==> config.mk <==
export PLATFORM = sky130hd
export DESIGN_NAME = charge_cycle_ctrl
export DESIGN_NICKNAME = d
export VERILOG_FILES = /design/src/rtl/chg_pkg.sv /design/src/rtl/chg_deglitch.sv /design/src/rtl/chg_datapath.sv /design/src/rtl/chg_ctrl.sv /design/src/rtl/charge_cycle_ctrl.sv
export SDC_FILE = /design/constraint.sdc
export NUM_CORES = 1
export LEC_CHECK = 0
export CAP_MARGIN = 20
export CORE_AREA = 3 3 103 105
export DETAILED_ROUTE_END_ITERATION = 10
export DIE_AREA = 0 0 106 108
export GPL_TIMING_DRIVEN = 0
export MAX_ROUTING_LAYER = met4
export PLACE_DENSITY = 0.43
export RECOVER_POWER = 25
export SYNTH_ARGS = -nofsm -noshare
export SYNTH_HDL_FRONTEND = slang
export SYNTH_HIERARCHICAL = 1
export SYNTH_SLANG_ARGS = --single-unit
export TNS_END_PERCENT = 30
==> constraint.sdc <==
create_clock -name clk -period 12.15 [get_ports clk]
set_input_delay 1.215 -clock clk [delete_from_list [all_inputs] [get_ports clk]]
set_output_delay 1.215 -clock clk [all_outputs]
set_load 0.1 [all_outputs]
==> src/rtl/chg_pkg.sv <==
`timescale 1ns/1ps
package chg_pkg;

  typedef enum logic [1:0] {
    REF_OFF  = 2'd0,
    REF_PRE  = 2'd1,
    REF_FAST = 2'd2
  } refSel_e;

  typedef enum logic [2:0] {
    ST_IDLE, ST_WAIT, ST_PRE, ST_SOFT, ST_FAST, ST_QUAL, ST_DONE, ST_FAULT
  } state_e;

  // control -> datapath strobes
  typedef struct packed {
    logic timerClr;
    logic stepClr;
    logic stepInc;
  } strobe_t;

  // microseconds to ticks, rounded, at least one
  function automatic int ticksFor(input int us, input int tickUs);
    int n;
    n = (us + tickUs / 2) / tickUs;
    return (n < 1) ? 1 : n;
  endfunction

endpackage

==> src/rtl/chg_deglitch.sv <==
`timescale 1ns/1ps
module chg_deglitch #(
  parameter int DG   = 25,
  parameter bit INIT = 1'b0
) (
  input  logic clk,
  input  logic rstN,
  input  logic tick,
  input  logic raw,
  output logic filt
);
  localparam int CW = (DG > 1) ? $clog2(DG) : 1;

  logic [CW-1:0] cnt;

  always_ff @(posedge clk or negedge rstN) begin
    if (!rstN) begin
      cnt  <= '0;
      filt <= INIT;
    end else if (raw == filt) begin
      cnt <= '0;
    end else if (tick) begin
      if (cnt == CW'(DG - 1)) begin
        filt <= raw;
        cnt  <= '0;
      end else begin
        cnt <= cnt + 1'b1;
      end
    end
  end
endmodule

==> src/rtl/chg_datapath.sv <==
`timescale 1ns/1ps
module chg_datapath
  import chg_pkg::*;
#(
  parameter int TICK_US  = 1000,
  parameter int SS_STEPS = 8,
  localparam int SW      = $clog2(SS_STEPS)
) (
  input  logic          clk,
  input  logic          rstN,
  input  logic          tick,
  input  logic          batLow,
  input  logic          batBelowRech,
  input  logic          curBelowTerm,
  input  strobe_t       stb,
  output logic          lowF,
  output logic          rechF,
  output logic          termF,
  output logic          enHit,
  output logic          preHit,
  output logic          ssHit,
  output logic          qualHit,
  output logic          lastStep,
  output logic [SW-1:0] step
);
  localparam int ENN   = ticksFor(1_500_000, TICK_US);
  localparam int PREN  = ticksFor(1_800_000_000, TICK_US);
  localparam int SSN   = ticksFor(1_600, TICK_US);
  localparam int QN    = ticksFor(250_000, TICK_US);
  localparam int LOWDG = ticksFor(25_000, TICK_US);
  localparam int TDG   = ticksFor(100_000, TICK_US);
  localparam int RDG   = ticksFor(10_000, TICK_US);
  localparam int TMAX  = (PREN > ENN) ? PREN : ENN;
  localparam int TW    = $clog2(TMAX + 1);

  logic [TW-1:0] timer;

  chg_deglitch #(.DG(LOWDG), .INIT(1'b1)) lowDg_i (
    .clk(clk), .rstN(rstN), .tick(tick), .raw(batLow), .filt(lowF));
  chg_deglitch #(.DG(RDG), .INIT(1'b0)) rechDg_i (
    .clk(clk), .rstN(rstN), .tick(tick), .raw(batBelowRech), .filt(rechF));
  chg_deglitch #(.DG(TDG), .INIT(1'b0)) termDg_i (
    .clk(clk), .rstN(rstN), .tick(tick), .raw(!batBelowRech && curBelowTerm),
    .filt(termF));

  always_ff @(posedge clk or negedge rstN) begin
    if (!rstN)                          timer <= '0;
    else if (stb.timerClr)              timer <= '0;
    else if (tick && timer != TW'(TMAX)) timer <= timer + 1'b1;
  end

  always_ff @(posedge clk or negedge rstN) begin
    if (!rstN)            step <= '0;
    else if (stb.stepClr) step <= '0;
    else if (stb.stepInc) step <= step + 1'b1;
  end

  assign enHit    = tick && (timer == TW'(ENN - 1));
  assign preHit   = tick && (timer == TW'(PREN - 1));
  assign ssHit    = tick && (timer == TW'(SSN - 1));
  assign qualHit  = tick && (timer == TW'(QN - 1));
  assign lastStep = (step == SW'(SS_STEPS - 1));
endmodule

==> src/rtl/chg_ctrl.sv <==
`timescale 1ns/1ps
module chg_ctrl
  import chg_pkg::*;
#(
  parameter int SS_STEPS = 8,
  localparam int SW      = $clog2(SS_STEPS)
) (
  input  logic          clk,
  input  logic          rstN,
  input  logic          chgEn,
  input  logic          termEn,
  input  logic          lowF,
  input  logic          rechF,
  input  logic          termF,
  input  logic          enHit,
  input  logic          preHit,
  input  logic          ssHit,
  input  logic          qualHit,
  input  logic          lastStep,
  input  logic [SW-1:0] step,
  output strobe_t       stb,
  output logic [1:0]    refSel,
  output logic [SW-1:0] ssStep,
  output logic          charging,
  output logic          chargeDone,
  output logic          timeoutFault
);
  state_e state, nxt;

  always_ff @(posedge clk or negedge rstN) begin
    if (!rstN) state <= ST_IDLE;
    else       state <= nxt;
  end

  always_comb begin
    nxt         = state;
    stb         = '0;
    if (!chgEn) begin
      nxt = ST_IDLE;
    end else begin
      unique case (state)
        ST_IDLE: nxt = ST_WAIT;
        ST_WAIT: if (enHit) nxt = lowF ? ST_PRE : ST_SOFT;
        ST_PRE: begin
          if (!lowF)       nxt = ST_SOFT;
          else if (preHit) nxt = ST_FAULT;
        end
        ST_SOFT: begin
          if (lowF) nxt = ST_PRE;
          else if (ssHit) begin
            if (lastStep) nxt = ST_FAST;
            else          stb.stepInc = 1'b1;
            stb.timerClr = 1'b1;
          end
        end
        ST_FAST: begin
          if (lowF)                nxt = ST_PRE;
          else if (termEn && termF) nxt = ST_QUAL;
        end
        ST_QUAL: begin
          if (lowF)                  nxt = ST_PRE;
          else if (!termEn || !termF) nxt = ST_FAST;
          else if (qualHit)          nxt = ST_DONE;
        end
        ST_DONE:  if (rechF) nxt = lowF ? ST_PRE : ST_SOFT;
        ST_FAULT: nxt = ST_FAULT;
        default:  nxt = ST_IDLE;
      endcase
    end
    if (nxt != state) stb.timerClr = 1'b1;
    stb.stepClr = (nxt == ST_SOFT) && (state != ST_SOFT);
  end

  always_comb begin
    refSel = REF_OFF;
    ssStep = '0;
    unique case (state)
      ST_PRE:           refSel = REF_PRE;
      ST_SOFT: begin
        refSel = REF_FAST;
        ssStep = step;
      end
      ST_FAST, ST_QUAL: begin
        refSel = REF_FAST;
        ssStep = SW'(SS_STEPS - 1);
      end
      default: refSel = REF_OFF;
    endcase
  end

  assign charging     = (refSel != REF_OFF);
  assign chargeDone   = (state == ST_DONE);
  assign timeoutFault = (state == ST_FAULT);
endmodule

==> src/rtl/charge_cycle_ctrl.sv <==
`timescale 1ns/1ps
module charge_cycle_ctrl
  import chg_pkg::*;
#(
  parameter int TICK_US  = 1000,
  parameter int SS_STEPS = 8,
  localparam int SW      = $clog2(SS_STEPS)
) (
  input  logic          clk,
  input  logic          rstN,
  input  logic          tick,
  input  logic          chgEn,
  input  logic          termEn,
  input  logic          batLow,
  input  logic          batBelowRech,
  input  logic          curBelowTerm,
  output logic [1:0]    refSel,
  output logic [SW-1:0] ssStep,
  output logic          charging,
  output logic          chargeDone,
  output logic          timeoutFault
);
  strobe_t       stb;
  logic          lowF, rechF, termF;
  logic          enHit, preHit, ssHit, qualHit, lastStep;
  logic [SW-1:0] step;

  chg_datapath #(.TICK_US(TICK_US), .SS_STEPS(SS_STEPS)) dp_i (
    .clk(clk), .rstN(rstN), .tick(tick), .batLow(batLow),
    .batBelowRech(batBelowRech), .curBelowTerm(curBelowTerm), .stb(stb),
    .lowF(lowF), .rechF(rechF), .termF(termF), .enHit(enHit),
    .preHit(preHit), .ssHit(ssHit), .qualHit(qualHit),
    .lastStep(lastStep), .step(step));

  chg_ctrl #(.SS_STEPS(SS_STEPS)) ctrl_i (
    .clk(clk), .rstN(rstN), .chgEn(chgEn), .termEn(termEn), .lowF(lowF),
    .rechF(rechF), .termF(termF), .enHit(enHit), .preHit(preHit),
    .ssHit(ssHit), .qualHit(qualHit), .lastStep(lastStep), .step(step),
    .stb(stb), .refSel(refSel), .ssStep(ssStep), .charging(charging),
    .chargeDone(chargeDone), .timeoutFault(timeoutFault));
endmodule

==> results by group, run 1 <==
Clocking
  • CTS H-tree depth: 2
  • Setup fix buffers added after clock tree synthesis: 0
  • Clk_lat worst skew: 300 ps
  • Clock Pin Slew Worst Setup and Hold Paths: 100 ps
  • TritonCTS buffer count: 5
  • TritonCTS Sinks: 46
  • Clock tree root buffer cell: clkbuf_8
  • Post-CTS Hold Buffers: 0
  • Post-cts repair resize count: 0
  • CTS tree: yes
  • Clk buf depth: 2

Synth
  • Synthesized area: 2880 sq um
  • Register bit total from synthesis: 46
  • Synth Instances: 315
  • Main combinational cell family by area after synthesis: simple AND/OR/NAND/NOR gates
  • Adder-cell share of the synthesized area: 0.0347
  • Commonest cells in the synthesized netlist: 45 x dfrtp_1, 33 x nor2_1, 21 x nand2_1
  • Unique masters post-synth: 60
  • Synth Flop Type: dfrtp_1
  • Ys async rst share: 1.00
  • Multiplexer share of the synthesized area: 0.0521
  • Post-synth top area share: 0.391
  • Post-synth EDFFs: 0
  • Most numerous cell in the Yosys netlist: dfrtp_1
  • Yosys synthesis warning count: 6
  • Syn avg cell area: 9.15 sq um
  • Synth area leader: dfrtp_1
  • Synth Area in Compound Gates: 0.138
  • Sequential-to-total area share from yosys stat: 0.400
  • Largest cells by area after synthesis: dfrtp_1 39%, nor2_1 4.3%, a21oi_1 3.5%, ha_1 3.5%, mux2_2 3.1%
  • Xor/xnor cell area share of the yosys netlist: 0.0573
  • Simple-Gate Fraction of Synth Area: 0.277
  • Syn Nets: 331

Setup path
  • Crit path required time: 12330 ps
  • Worst-path fanout max: 10
  • Worst r2r path cells: 12
  • Critical path capture point type: flop
  • Crit start category: input port
  • Crit path DAT: 6530 ps
  • Crit path kind: input port to flop

STA
  • Relative slew slack: -0.0355
  • Final setup fails: 0
  • Period utilization: 0.522
  • Fmax: 0.158 GHz
  • Least-Margin Pin Slew: 1550 ps
  • Max Slew Vio Count: 28
  • Fin Setup TNS: 0 ps
  • Final hold violations: 0
  • RSZ-0062 raised after global routing: no
  • Clock Skews: 11.8 ps
  • Min Tclk post-route: 6350 ps

Floorplan
  • Height of the die: 108 um
  • Die Footprint: 11400 sq um
  • Die Wd: 106 um
  • Initial core utilization: 0.296
  • Total core area: 9730 sq um
  • # IOs: 16
  • Site row count: 36

GRT
  • Congestion Overflow GR: 0
  • Initial antenna violation count: 0
  • Vias in the first global route: 2333
  • Total GRT Usage: 0.127
  • First-pass GRT wire length: 11.6 mm
  • Pin count of the biggest net entering global routing: 28

Layout
  • Ant. Diodes: 0
  • Area growth, synth to finish: 13.7%
  • Flip-flop and latch area: 1150 sq um
  • Area taken by multi-input logic gates: 1610 sq um
  • Layout cell share with drive strength beyond 1: 0.112
  • # fillers: 1045
  • Final net count: 353
  • Fin cells: 471

Min path
  • Hold Crit Class: flop to flop
  • Worst Hold Path Cells: 2

Detailed routing
  • Drt pass-1 iters: 4
  • DR WL/cell: 13.9 um
  • DRT iter0 DRCs: 105
  • Via density: 4.98
  • Residual DRC count: 0
  • Final ANT Viol Nets: 0
  • Via count: 2344
  • Post-Route WL: 6.56 mm

Power
  • Maximum VDD drop: 0.0507 mV
  • Pwr dens: 87.5 nW/um^2
  • Static Leak: 0.00135 uW

Placement
  • DP Wirelength: 4.76 mm
  • Final Wtd Congestion: 0.764
  • DP Cell Count: 463
  • PortBufs: 14

Outcome
  • Status: complete, but fails checks
  • Failing checks: max-capacitance violations, max-slew violations

Job
  • Max-cap violations: 1
-- per-stage QoR --
step,hold slack (ps),setup slack (ps),total power [uW],util,cell area (sq um)
final,566,5800,287,0.337,3280
after global routing,595,5460,303,0.337,3280
after CTS,573,5800,294,0.338,3290
after detailed placement,543,5470,194,0.329,3200
after global placement,547,5540,193,0.328,3190
after floorplan,511,7460,181,-,2880
-- placed cells by master, fill, tap and decap left out, drive strengths merged, types with 3 or more instances in the layout --
master / n
nor2b: 6
nand2b: 5
o211ai: 4
mux2i: 6
o311a: 4
or4: 8
nor2: 33
a21oi: 22
nand4: 6
or3: 11
xnor2: 8
o31ai: 4
a21o: 3
clkbuf: 16
nor4: 3
dfrtp: 45
nand2: 22
and3: 3
inv: 14
nor3: 10
ha: 8
nor3b: 3
clkdlybuf4s50: 13
nand3: 14
xor2: 10
buf: 5
o21ai: 12
a41oi: 3
mux2: 8
-- where the power goes --
| part | leakage (uW) | total (uW) | switching [uW] | internal, uW |
|---|---|---|---|---|
| combinational | 0.000672 | 28.7 | 17.7 | 11.0 |
| sequential | 0.000632 | 160 | 4.26 | 156 |
| clock | 0.0000441 | 97.4 | 56.9 | 40.6 |
| total | 0.00135 | 287 | 78.8 | 208 |
-- sequential cells by signal, indices dropped and copies added (netlist names) --
register and cells:
dp_i/step 3, dp_i/lowDg_i/filt 1, dp_i/timer 21, ctrl_i/state 3
dp_i/termDg_i/cnt 7, dp_i/rechDg_i/cnt 4, dp_i/lowDg_i/cnt 5, dp_i/rechDg_i/filt 1
dp_i/termDg_i/filt 1
-- final timing paths --
check / endpoint / start / slack, ps
max: dp_i/timer[5]$_DFFE_PN0P_ / tick / 5800
min: dp_i/rechDg_i/cnt[3]$_DFFE_PN0P_ / dp_i/rechDg_i/cnt[3]$_DFFE_PN0P_ / 570
max reg2reg: dp_i/timer[5]$_DFFE_PN0P_ / dp_i/timer[12]$_DFFE_PN0P_ / 6920
min reg2reg: dp_i/rechDg_i/cnt[3]$_DFFE_PN0P_ / dp_i/rechDg_i/cnt[3]$_DFFE_PN0P_ / 570
max in group asynchronous: dp_i/lowDg_i/cnt[3]$_DFFE_PN0P_ / rstN / 9050
min in group asynchronous: dp_i/timer[3]$_DFFE_PN0P_ / rstN / 1100
-- critical path, cell delays in order --
cell and delay [ps]:
clkdlybuf4s50_1 660, clkbuf_1 400, nand2b_1 90, or4_1 590
or4b_1 540, nor4_1 690, and3b_1 310, nand2_1 70
a2111oi_0 510, or3_1 180, clkbuf_1 260, clkbuf_1 430
buf_1 460, nor2_1 110
-- kinds of logic (layout without fill, tap and decap cells) --
| logic type | Yosys count | count (layout) |
|---|---|---|
| xor+xnor | 18 | 18 |
| simple gates | 141 | 141 |
| compound gates | 60 | 60 |
| flops | 46 | 46 |
| mux | 14 | 14 |
| buf+inv | 28 | 51 |
| fa+ha+maj | 8 | 8 |
-- routing by layer --
layer,global-route usage,part of all wire,up-vias
met3,0.0221,0.024,5
li1,-,-,1193
met5,-,0,-
met2,0.188,0.45,27
met4,0.0342,0.011,0
met1,0.179,0.52,1119
-- layout make-up --
cell class	instances	share of cell area
multi-input combinational	241	0.492
sequential	46	0.352
tap	133	0.0508
timing repair buffer	15	0.0420
clock buffer	5	0.0210
buffer	14	0.0202
inverter	14	0.0160
clock inverter	3	0.00649
No activity file was read; power rests on OpenSTA's default activity.
==> run 2: changes to the inputs <==
==> constraint.sdc (replaced) <==
create_clock -name clk -period 6.5 [get_ports clk]
set_input_delay 0.65 -clock clk [delete_from_list [all_inputs] [get_ports clk]]
set_output_delay 0.65 -clock clk [all_outputs]
set_load 0.1 [all_outputs]
==> results of run 2 <==
Same layout as run 1 (identical final DEF). Status: complete, but fails checks: max-capacitance violations, max-slew violations.
Among the figures that moved: setup slack after placement 5470 ps -> 384 ps; setup slack after layout 5800 ps -> 718 ps; hold slack 566 ps -> 536 ps; register-to-register setup slack 6920 ps -> 1270 ps; total power 287 uW -> 536 uW; worst IR drop on VDD 0.0507 mV -> 0.0948 mV
